`src/rtl/rxdma_pkg.sv`:
```
package rxdma_pkg;

   typedef enum logic [1:0] {
      ST_IDLE  = 2'd0,
      ST_REQ   = 2'd1,
      ST_DRAIN = 2'd2,
      ST_GAP   = 2'd3
   } rxdma_state_e;

   // cycles = ceil(num_us_x10 / 10 us * clk_hz)
   function automatic longint unsigned cycles_for(input longint unsigned tenth_us,
                                                  input longint unsigned clk_hz);
      longint unsigned prod;
      prod = tenth_us * clk_hz;
      return (prod + 64'd9_999_999) / 64'd10_000_000;
   endfunction

endpackage

```
`src/rtl/rxdma_strobe_edge.sv`:
```
module rxdma_strobe_edge #(
   parameter int SYNC_STAGES = 0
) (
   input  logic clk,
   input  logic rst_n,
   input  logic ior_n,
   output logic rd_fall,
   output logic rd_rise,
   output logic rd_idle
);

   logic s_ior;
   logic prev_q;

   generate
      if (SYNC_STAGES == 0) begin : g_direct
         assign s_ior = ior_n;
      end else begin : g_sync
         logic [SYNC_STAGES-1:0] ch_q;
         always_ff @(posedge clk or negedge rst_n) begin
            if (!rst_n) begin
               ch_q <= '1;
            end else begin
               ch_q[0] <= ior_n;
               for (int i = 1; i < SYNC_STAGES; i++) begin
                  ch_q[i] <= ch_q[i-1];
               end
            end
         end
         assign s_ior = ch_q[SYNC_STAGES-1];
      end
   endgenerate

   always_ff @(posedge clk or negedge rst_n) begin
      if (!rst_n) prev_q <= 1'b1;
      else        prev_q <= s_ior;
   end

   assign rd_fall = prev_q & ~s_ior;
   assign rd_rise = ~prev_q & s_ior;
   assign rd_idle = prev_q & s_ior;

endmodule

```
`src/rtl/rxdma_interval_timer.sv`:
```
module rxdma_interval_timer #(
   parameter int CNT_W = 10
) (
   input  logic             clk,
   input  logic             rst_n,
   input  logic             clr,
   input  logic [CNT_W-1:0] lim,
   output logic             done
);

   logic [CNT_W-1:0] cnt_q;
   logic [CNT_W-1:0] last;

   assign last = lim - 1'b1;
   assign done = (cnt_q == last);

   always_ff @(posedge clk or negedge rst_n) begin
      if (!rst_n)      cnt_q <= '0;
      else if (clr)    cnt_q <= '0;
      else if (!done)  cnt_q <= cnt_q + 1'b1;
   end

endmodule

```
`src/rtl/rxdma_ofs_ptr.sv`:
```
module rxdma_ofs_ptr #(
   parameter int SMALL_LOG2 = 14,
   parameter int BIG_LOG2   = 16,
   parameter int STEP       = 2,
   localparam int OFS_W     = BIG_LOG2
) (
   input  logic             clk,
   input  logic             rst_n,
   input  logic             clr,
   input  logic             step,
   input  logic             big,
   output logic [OFS_W-1:0] ofs
);

   localparam logic [OFS_W-1:0] SMALL_MASK = OFS_W'((64'd1 << SMALL_LOG2) - 64'd1);
   localparam logic [OFS_W-1:0] BIG_MASK   = '1;

   logic [OFS_W-1:0] mask;
   logic [OFS_W-1:0] ofs_q;

   assign mask = big ? BIG_MASK : SMALL_MASK;

   always_ff @(posedge clk or negedge rst_n) begin
      if (!rst_n)     ofs_q <= '0;
      else if (clr)   ofs_q <= '0;
      else if (step)  ofs_q <= (ofs_q + OFS_W'(STEP)) & mask;
   end

   assign ofs = ofs_q;

endmodule

```
`src/rtl/rxdma_xfer_fsm.sv`:
```
module rxdma_xfer_fsm
   import rxdma_pkg::*;
#(
   parameter int LEN_W     = 16,
   parameter int CNT_W     = 10,
   parameter int BURST_CYC = 560,
   parameter int GAP_CYC   = 26
) (
   input  logic             clk,
   input  logic             rst_n,
   input  logic             cfg_single,
   input  logic             cfg_burst_lim,
   input  logic             cmd_reset,
   input  logic             frame_start,
   input  logic [LEN_W-1:0] frame_len,
   input  logic             dma_ack,
   input  logic             rd_fall,
   input  logic             rd_rise,
   input  logic             rd_idle,
   input  logic             tmr_done,
   output logic             tmr_clr,
   output logic [CNT_W-1:0] tmr_lim,
   output logic             rd_hit,
   output logic             req,
   output logic             rd_pulse,
   output logic             flush_pulse
);

   rxdma_state_e     st_q, st_d;
   logic [LEN_W-1:0] words_q, words_d;
   logic [LEN_W:0]   len_ext;
   logic [LEN_W-1:0] words_ld;

   assign len_ext  = {1'b0, frame_len} + 1'b1;
   assign words_ld = len_ext[LEN_W:1];

   always_comb begin
      st_d    = st_q;
      words_d = words_q;
      rd_hit  = 1'b0;
      tmr_clr = 1'b0;
      if (cmd_reset) begin
         st_d    = ST_IDLE;
         words_d = '0;
      end else begin
         unique case (st_q)
            ST_IDLE: begin
               if (frame_start && (frame_len != '0)) begin
                  st_d    = ST_REQ;
                  words_d = words_ld;
                  tmr_clr = 1'b1;
               end
            end
            ST_REQ: begin
               if (dma_ack && rd_fall) begin
                  rd_hit  = 1'b1;
                  words_d = words_q - 1'b1;
                  if (words_q == LEN_W'(1)) begin
                     st_d = cfg_single ? ST_IDLE : ST_DRAIN;
                  end
               end else if (cfg_burst_lim && tmr_done && rd_idle) begin
                  st_d    = ST_GAP;
                  tmr_clr = 1'b1;
               end
            end
            ST_DRAIN: begin
               if (rd_rise) st_d = ST_IDLE;
            end
            ST_GAP: begin
               if (tmr_done) begin
                  st_d    = ST_REQ;
                  tmr_clr = 1'b1;
               end
            end
            default: st_d = ST_IDLE;
         endcase
      end
   end

   assign tmr_lim = (st_q == ST_GAP) ? CNT_W'(GAP_CYC) : CNT_W'(BURST_CYC);
   assign req     = (st_q == ST_REQ) || (st_q == ST_DRAIN);

   always_ff @(posedge clk or negedge rst_n) begin
      if (!rst_n) begin
         st_q        <= ST_IDLE;
         words_q     <= '0;
         rd_pulse    <= 1'b0;
         flush_pulse <= 1'b0;
      end else begin
         st_q        <= st_d;
         words_q     <= words_d;
         rd_pulse    <= rd_hit;
         flush_pulse <= cmd_reset;
      end
   end

endmodule

```
`src/rtl/rxdma_req_ctrl.sv`:
```
module rxdma_req_ctrl
   import rxdma_pkg::*;
#(
   parameter int unsigned CLK_HZ      = 20_000_000,
   parameter int          LEN_W       = 16,
   parameter int          SMALL_LOG2  = 14,
   parameter int          BIG_LOG2    = 16,
   parameter int          SYNC_STAGES = 0,
   localparam int         OFS_W       = BIG_LOG2
) (
   input  logic             clk,
   input  logic             rst_n,
   input  logic             cfg_single,
   input  logic             cfg_burst_lim,
   input  logic             cfg_big_buf,
   input  logic             cmd_dma_reset,
   input  logic             frame_start,
   input  logic [LEN_W-1:0] frame_len,
   input  logic             dma_ack,
   input  logic             ior_n,
   output logic             dma_req,
   output logic [OFS_W-1:0] dma_ofs,
   output logic             buf_rd,
   output logic             buf_flush
);

   localparam int BURST_CYC = int'(cycles_for(64'd280, 64'(CLK_HZ)));
   localparam int GAP_CYC   = int'(cycles_for(64'd13, 64'(CLK_HZ)));
   localparam int CNT_W     = $clog2(BURST_CYC + 1);

   generate
      if (SMALL_LOG2 >= BIG_LOG2) begin : g_bad_sizes
         $error("SMALL_LOG2 must be below BIG_LOG2");
      end
      if (SMALL_LOG2 < 2) begin : g_bad_small
         $error("SMALL_LOG2 too small for a 2-byte step");
      end
      if (LEN_W < 2) begin : g_bad_len
         $error("LEN_W must be at least 2");
      end
      if (GAP_CYC < 2) begin : g_bad_clk
         $error("CLK_HZ too low for the hold-off window");
      end
      if (SYNC_STAGES < 0) begin : g_bad_sync
         $error("SYNC_STAGES must not be negative");
      end
   endgenerate

   logic             rd_fall, rd_rise, rd_idle;
   logic             tmr_clr, tmr_done, rd_hit;
   logic [CNT_W-1:0] tmr_lim;

   rxdma_strobe_edge #(
      .SYNC_STAGES (SYNC_STAGES)
   ) u_edge (
      .clk     (clk),
      .rst_n   (rst_n),
      .ior_n   (ior_n),
      .rd_fall (rd_fall),
      .rd_rise (rd_rise),
      .rd_idle (rd_idle)
   );

   rxdma_interval_timer #(
      .CNT_W (CNT_W)
   ) u_tmr (
      .clk   (clk),
      .rst_n (rst_n),
      .clr   (tmr_clr),
      .lim   (tmr_lim),
      .done  (tmr_done)
   );

   rxdma_xfer_fsm #(
      .LEN_W     (LEN_W),
      .CNT_W     (CNT_W),
      .BURST_CYC (BURST_CYC),
      .GAP_CYC   (GAP_CYC)
   ) u_fsm (
      .clk           (clk),
      .rst_n         (rst_n),
      .cfg_single    (cfg_single),
      .cfg_burst_lim (cfg_burst_lim),
      .cmd_reset     (cmd_dma_reset),
      .frame_start   (frame_start),
      .frame_len     (frame_len),
      .dma_ack       (dma_ack),
      .rd_fall       (rd_fall),
      .rd_rise       (rd_rise),
      .rd_idle       (rd_idle),
      .tmr_done      (tmr_done),
      .tmr_clr       (tmr_clr),
      .tmr_lim       (tmr_lim),
      .rd_hit        (rd_hit),
      .req           (dma_req),
      .rd_pulse      (buf_rd),
      .flush_pulse   (buf_flush)
   );

   rxdma_ofs_ptr #(
      .SMALL_LOG2 (SMALL_LOG2),
      .BIG_LOG2   (BIG_LOG2),
      .STEP       (2)
   ) u_ofs (
      .clk   (clk),
      .rst_n (rst_n),
      .clr   (cmd_dma_reset),
      .step  (rd_hit),
      .big   (cfg_big_buf),
      .ofs   (dma_ofs)
   );

endmodule

```
`config.mk`:
```
export PLATFORM = sky130hd
export DESIGN_NAME = rxdma_req_ctrl
export DESIGN_NICKNAME = d
export VERILOG_FILES = /design/src/rtl/rxdma_pkg.sv /design/src/rtl/rxdma_strobe_edge.sv /design/src/rtl/rxdma_interval_timer.sv /design/src/rtl/rxdma_ofs_ptr.sv /design/src/rtl/rxdma_xfer_fsm.sv /design/src/rtl/rxdma_req_ctrl.sv
export SDC_FILE = /design/constraint.sdc
export NUM_CORES = 1
export LEC_CHECK = 0
export BUFFER_PORTS_ARGS = -buffer_cell sky130_fd_sc_hd__buf_4
export CAP_MARGIN = 25
export CORE_ASPECT_RATIO = 1.1
export CORE_UTILIZATION = 50
export CTS_BUF_LIST = sky130_fd_sc_hd__clkbuf_16
export DETAILED_ROUTE_END_ITERATION = 6
export PLACE_DENSITY_LB_ADDON = 0.12
export SLEW_MARGIN = 15
export SYNTH_ARGS = -nofsm -noshare
export SYNTH_HDL_FRONTEND = slang
export SYNTH_SLANG_ARGS = --single-unit
export TNS_END_PERCENT = 10
```
`constraint.sdc`:
```
create_clock -name clk -period 2 [get_ports clk]
set_input_delay 0.3 -clock clk [delete_from_list [all_inputs] [get_ports clk]]
set_output_delay 0.3 -clock clk [all_outputs]
set_load 0.03 [all_outputs]
```
Yosys cells after proc, flatten, opt, wreduce, memory -nomap -nowiden
Cells that the tools add are included.

Logic and storage cells: 69. Flip-flop bits (word level): 47.

Reduce and logical (&&, ||, !) cells: 11. Bitwise gates (word level): 6. Add/subtract/negate cells: 5. Mux-type cells: 28. Equality and inequality tests: 12.

Operators by type and width (number): $mux W16 (6); $pmux W16 S2 (1); $mux W10 (3); $add A16 B1 Y17 const B (1); $add A16 B2 Y16 const B (1); $and A16 B16 Y16 (1); $eq A16 B1 Y1 const B (1); $mux W2 (8); $reduce_bool A16 Y1 (1); $sub A16 B1 Y16 const B (1); $add A10 B1 Y10 const B (1); $eq A10 B10 Y1 (1); $sub A10 B1 Y10 const B (1); $ne A3 B2 Y1 const B (3); $mux W1 (8); $pmux W2 S4 (1); $reduce_and A5 Y1 (1); $eq A2 B2 Y1 const B (2); $logic_and A1 B1 Y1 (4); $ne A4 B2 Y1 const B (1); $ne A4 B4 Y1 const B (1); $and A1 B1 Y1 (3); $ne A3 B3 Y1 const B (1); $pmux W1 S3 (1); 8 further kinds (9).

Logic depth before layout (Yosys ltp)
Depth in word-level cells: 11. Gate-level depth with buffers: 9. Gate-level depth less buffers: 7.

Modules after synthesis
A second synthesis with hierarchy kept.

Cells, all modules: 439. Area, all modules: 3644.7 µm².

By module, submodules not included: rxdma_xfer_fsm (area each 1795.5 µm², instances 1, cells each 231); rxdma_interval_timer (area each 1004.7 µm², instances 1, cells each 122); rxdma_ofs_ptr (area each 795.8 µm², instances 1, cells each 82); rxdma_strobe_edge (area each 48.8 µm², instances 1, cells each 4).

Least setup slack after synthesis
OpenSTA, ideal clock, no wires.

Path kind: input to register. Start: input frame_len[13]. End: register u_fsm.words_q[15]. Stages: 6. Arrival time: 1.923 ns. Buffers on the path: 1. Slack: -0.003 ns. Cells stage by stage: or4_1 > o41ai_4 > a21oi_2 > buf_6 > or3b_1 > o211ai_2.

Cells in the longest elaborated chain, start to end: 4. Elaborated cells between the ends (all ways): 8.

Ends and longest elaborated chain: from (decl) (RTL line rxdma_req_ctrl.sv:18) `input logic [LEN_W-1:0] frame_len,`; $add A16 B1 Y17 or $reduce_bool A16 Y1 (tied branches) (RTL line rxdma_xfer_fsm.sv:34, rxdma_xfer_fsm.sv:48); $mux W16 or $logic_and A1 B1 Y1 (tied branches) (RTL line rxdma_xfer_fsm.sv:48) `if (frame_start && (frame_len != '0)) begin`; $pmux W16 S2 or $ne A3 B2 Y1 (tied branches); $mux W16 or $reduce_and A3 Y1 (tied branches); to (signal assigned) (RTL line rxdma_xfer_fsm.sv:91) `words_q <= words_d;`; to (decl) (RTL line rxdma_xfer_fsm.sv:30) `logic [LEN_W-1:0] words_q, words_d;`.

Parallel ways exist; a longest one is shown, timed or not. The select of a mux whose other input is x is not followed. A chain may end at the register's enable or synchronous reset.

Worst setup path in the final report
Start: register u_fsm.st_q[1]. End: register u_fsm.words_q[5].

Cells in the longest elaborated chain, start to end: 3. Elaborated cells between the ends (all ways): 8.

Ends and longest elaborated chain: from (decl) (RTL line rxdma_xfer_fsm.sv:29) `rxdma_state_e st_q, st_d;`; from (signal assigned) (RTL line rxdma_xfer_fsm.sv:90) `st_q <= st_d;`; $eq A2 B1 Y1 or $logic_not A2 Y1 (tied branches) (RTL line rxdma_xfer_fsm.sv:46) `unique case (st_q)`; $ne A3 B2 Y1 (no source line) (tied with other cells); $reduce_and A3 Y1 (no source line) or $mux W16 (tied branches).

Parallel ways exist; a longest one is shown, timed or not.

==> results.toml <==
[sta]
relSlewSlack_pct = 62.5
max_freq_ghz = 0.516
fin_ws_ns = 0.0614
tightestPinTransition_ns = 0.563
final-hold-violation-count = 0
rsz0062_at_grt = "yes"
fin_crit_sh_pct = 96.9
drv_slew = 0
fin_crit_ns = 1.94
fin_worst_skew_ns = 0.00422
setup_tns_ns = 0
finalSetupViolCount = 0

[pwr]
irDropWorstVdd_mv = 0.747
clockPowerShare_pct = 17.8
net-switching-power_mw = 1.95
power.total_mw = 4.69
power_density_nw_per_um2 = 1150
cellLeakagePower_nw = 1.80
p_sw_share_pct = 41.5
seqPwrFrac_pct = 28.2
p_int_mw = 2.74
power_frac_comb_pct = 54.0

[worst_setup_path]
crit_type = "flop to flop"
r2r-start = "u_fsm.st_q[1]"
start_kind = "flop"
critPathMaxStageDelay_ns = 0.42
crit_chain = "inv_1 > ha_2 > and4b_1 > a21oi_1 > a21oi_2 > buf_4 > nand2_1 > o2bb2ai_1"
cp_max_fo = 6
crit_required_ns = 2.20
r2r-end = "u_fsm.words_q[5]"
cp_slowest_cell = "dfrtp_1"
cp-startpoint = "u_fsm.st_q[1]"
worstPathArrival_ns = 2.14
end_kind = "flop"
r2r_slack_ns = 0.06
reg2reg_depth = 8

[placed_design]
io_buffers = 42
gp_congestion = 0.959
place_ws_ns = -0.256
placedCellCount = 517
dp_hpwl_um = 6410

[clocking]
h-tree-depth = 2
numCtsBuffers = 5
path_clk_slew_ns = 0.07
cts_tree = "built"
clk_latency_ns = 0.29
hold_buffers = 0
post-cts-setup-buffer-count = 0
cts_root_buf = "clkbuf_16"
cts_sinks = 46
clk_path_buf_depth = 2

[floorplan]
initial_core_util_pct = 52.9
dieArea_um2 = 6580
dieHeight_um = 85.0
core_area_um2 = 5910
rows = 29
fp.dieW_um = 77.4
pin_count = 44

[detailed_routing]
vias_per_cell = 5.79
wirelength_um = 8350
drc = 0
antenna_left = 0
wl_per_cell_um = 15.9
drtIter0Drc = 195
drt_pass1_iterations = 4
vias = 3039

[synth]
netlist-cell-type-count = 62
synth-edff-count = 0
synth.cell_area_um2 = 3130
avgSynthCellArea_um2 = 8.74
synth-main-ff-cell = "dfrtp_1"
yosysWarnings = 0
synthArstFlopShare_pct = 100
synth-seq-area-share_pct = 36.8
syn_nets = 393
syn_inst = 358
ys_ff_latch = 46

[global_routing]
grt_usage_pct = 27.0
grt_pass1_wl_um = 14000
grt_max_degree = 47
grt.overflow.total = 0
grt_pass1_vias = 2995
antenna_found_initial = 0

[run_status]
status = "finished, final reports clean"

[layout]
drive_above_1_share_pct = 27.7
final_cell_count_no_fill = 525
post-route-util_pct = 69.1
area_growth_pct = 30.7
nNetsFinal = 482
antennaDiodeCount = 0

[min_path]
hold_path.class = "input pin to asynchronous set/reset pin"

[run]
cap_violations = 0
## timing repair
action                                  4_1_cts  5_1_grt
resized for setup                             1       13
cloned                                        0        0
pin swaps                                     0        1
endpoints found under the setup margin        2       24
## how the worst max path moves through the flow
| stage | endpoint | slack (ns) | depth (start not counted) |
|---|---|---|---|
| CTS | u_fsm.words_q[10] | 0.03 | 8 |
| floorplan | u_fsm.words_q[7] | 0.01 | 9 |
| finish | u_fsm.words_q[5] | 0.06 | 8 |
| detailed placement | u_fsm.words_q[12] | -0.26 | 8 |
| global route | u_fsm.words_q[6] | -0.03 | 8 |
| global placement | u_fsm.words_q[10] | -0.17 | 8 |
## cell families after synthesis
logic type / count (synthesis) / synth area share, %
AOI/OAI and AO/OA: 81 / 19.4
xor gates and xnor gates: 30 / 8.40
adders and majority gates: 10 / 4.00
buffers and inverters: 30 / 3.96
DFF: 46 / 36.8
muxes: 5 / 1.64
other: 1 / 0.120
and+or+nand+nor: 155 / 25.6
## critical path: cells and delay by family, from the launching register on
family,cells,cell delay (ns)
AO/OA/AOI/OAI,3,0.51
flip-flops,1,0.42
AND/OR/NAND/NOR,2,0.39
buffers and inverters,2,0.30
adder cells (fa/ha/maj),1,0.23
## power by group through the flow
stage                     logic, mW  clock network [mW]  registers (mW)
after detailed placement       2.42                   0            1.33
after global routing           2.78               0.891            1.35
after CTS                      2.44               0.843            1.31
after floorplan                1.42                   0            1.34
final                          2.54               0.834            1.32
after global placement         2.39                   0            1.32
## sequential cells by signal (all words and copies together) (netlist names)
register and flops:
u_tmr.cnt_q 10, u_fsm.flush_pulse 1, u_fsm.st_q 2, u_ofs.ofs 15
u_fsm.rd_pulse 1, u_edge.prev_q 1, u_fsm.words_q 16
## cell type report
class                      instances  area, µm²
inverter                          16       60.1
clock inverter                     3       23.8
tap                               77       96.3
fill                             519       1830
timing repair buffer              96        736
clock buffer                       5        125
sequential                        46       1150
multi-input combinational        282       1890
## cell usage after synthesis, types with 4 or more instances
cell / count / area, µm²
a21oi_1: 13 / 65.1
a22o_1: 5 / 43.8
clkbuf_1: 9 / 33.8
dfrtp_1: 45 / 1130
ha_1: 10 / 125
inv_1: 16 / 60.1
mux2i_1: 4 / 40.0
nand2_1: 29 / 109
nand3_1: 19 / 95.1
nand4_1: 11 / 68.8
nor2_1: 42 / 158
nor3_1: 11 / 55.1
nor4_1: 11 / 68.8
o21ai_0: 17 / 85.1
o22ai_1: 9 / 56.3
o2bb2ai_1: 4 / 35.0
or3_1: 7 / 43.8
xnor2_1: 16 / 140
xor2_1: 14 / 123
## per-layer routing
layer	GRT usage, %	vias up	share of wire [%]
met1	32.3	1435	41
met5	0	-	0
met4	12.5	0	3.5
met3	3.44	23	3.9
li1	-	1494	-
met2	47.9	87	51
## layout by cell type, fill, tap and decap left out, types with 4 or more instances in the layout
master     count
a21oi_1       13
mux2i_1        4
nand3_1       18
xor2_1        14
ha_1           9
nor3_1        10
clkbuf_16      5
or3_1          7
buf_4         93
nand4_1       11
dfrtp_1       44
inv_1         16
nor2_1        41
nand2_1       29
a22o_1         5
o21ai_0       17
o2bb2ai_1      4
nor4_1        11
xnor2_1       16
o22ai_1        9
## stage by stage
| stage | hold slack [ns] | area (µm²) |
|---|---|---|
| floorplan | 0.00441 | 3130 |
| global placement | 0.338 | 3880 |
| detailed placement | 0.343 | 3880 |
| CTS | 0.0315 | 4040 |
| global route | 0.0440 | 4090 |
| finish | 0.000725 | 4090 |
No activity file was read; power rests on OpenSTA's default activity.
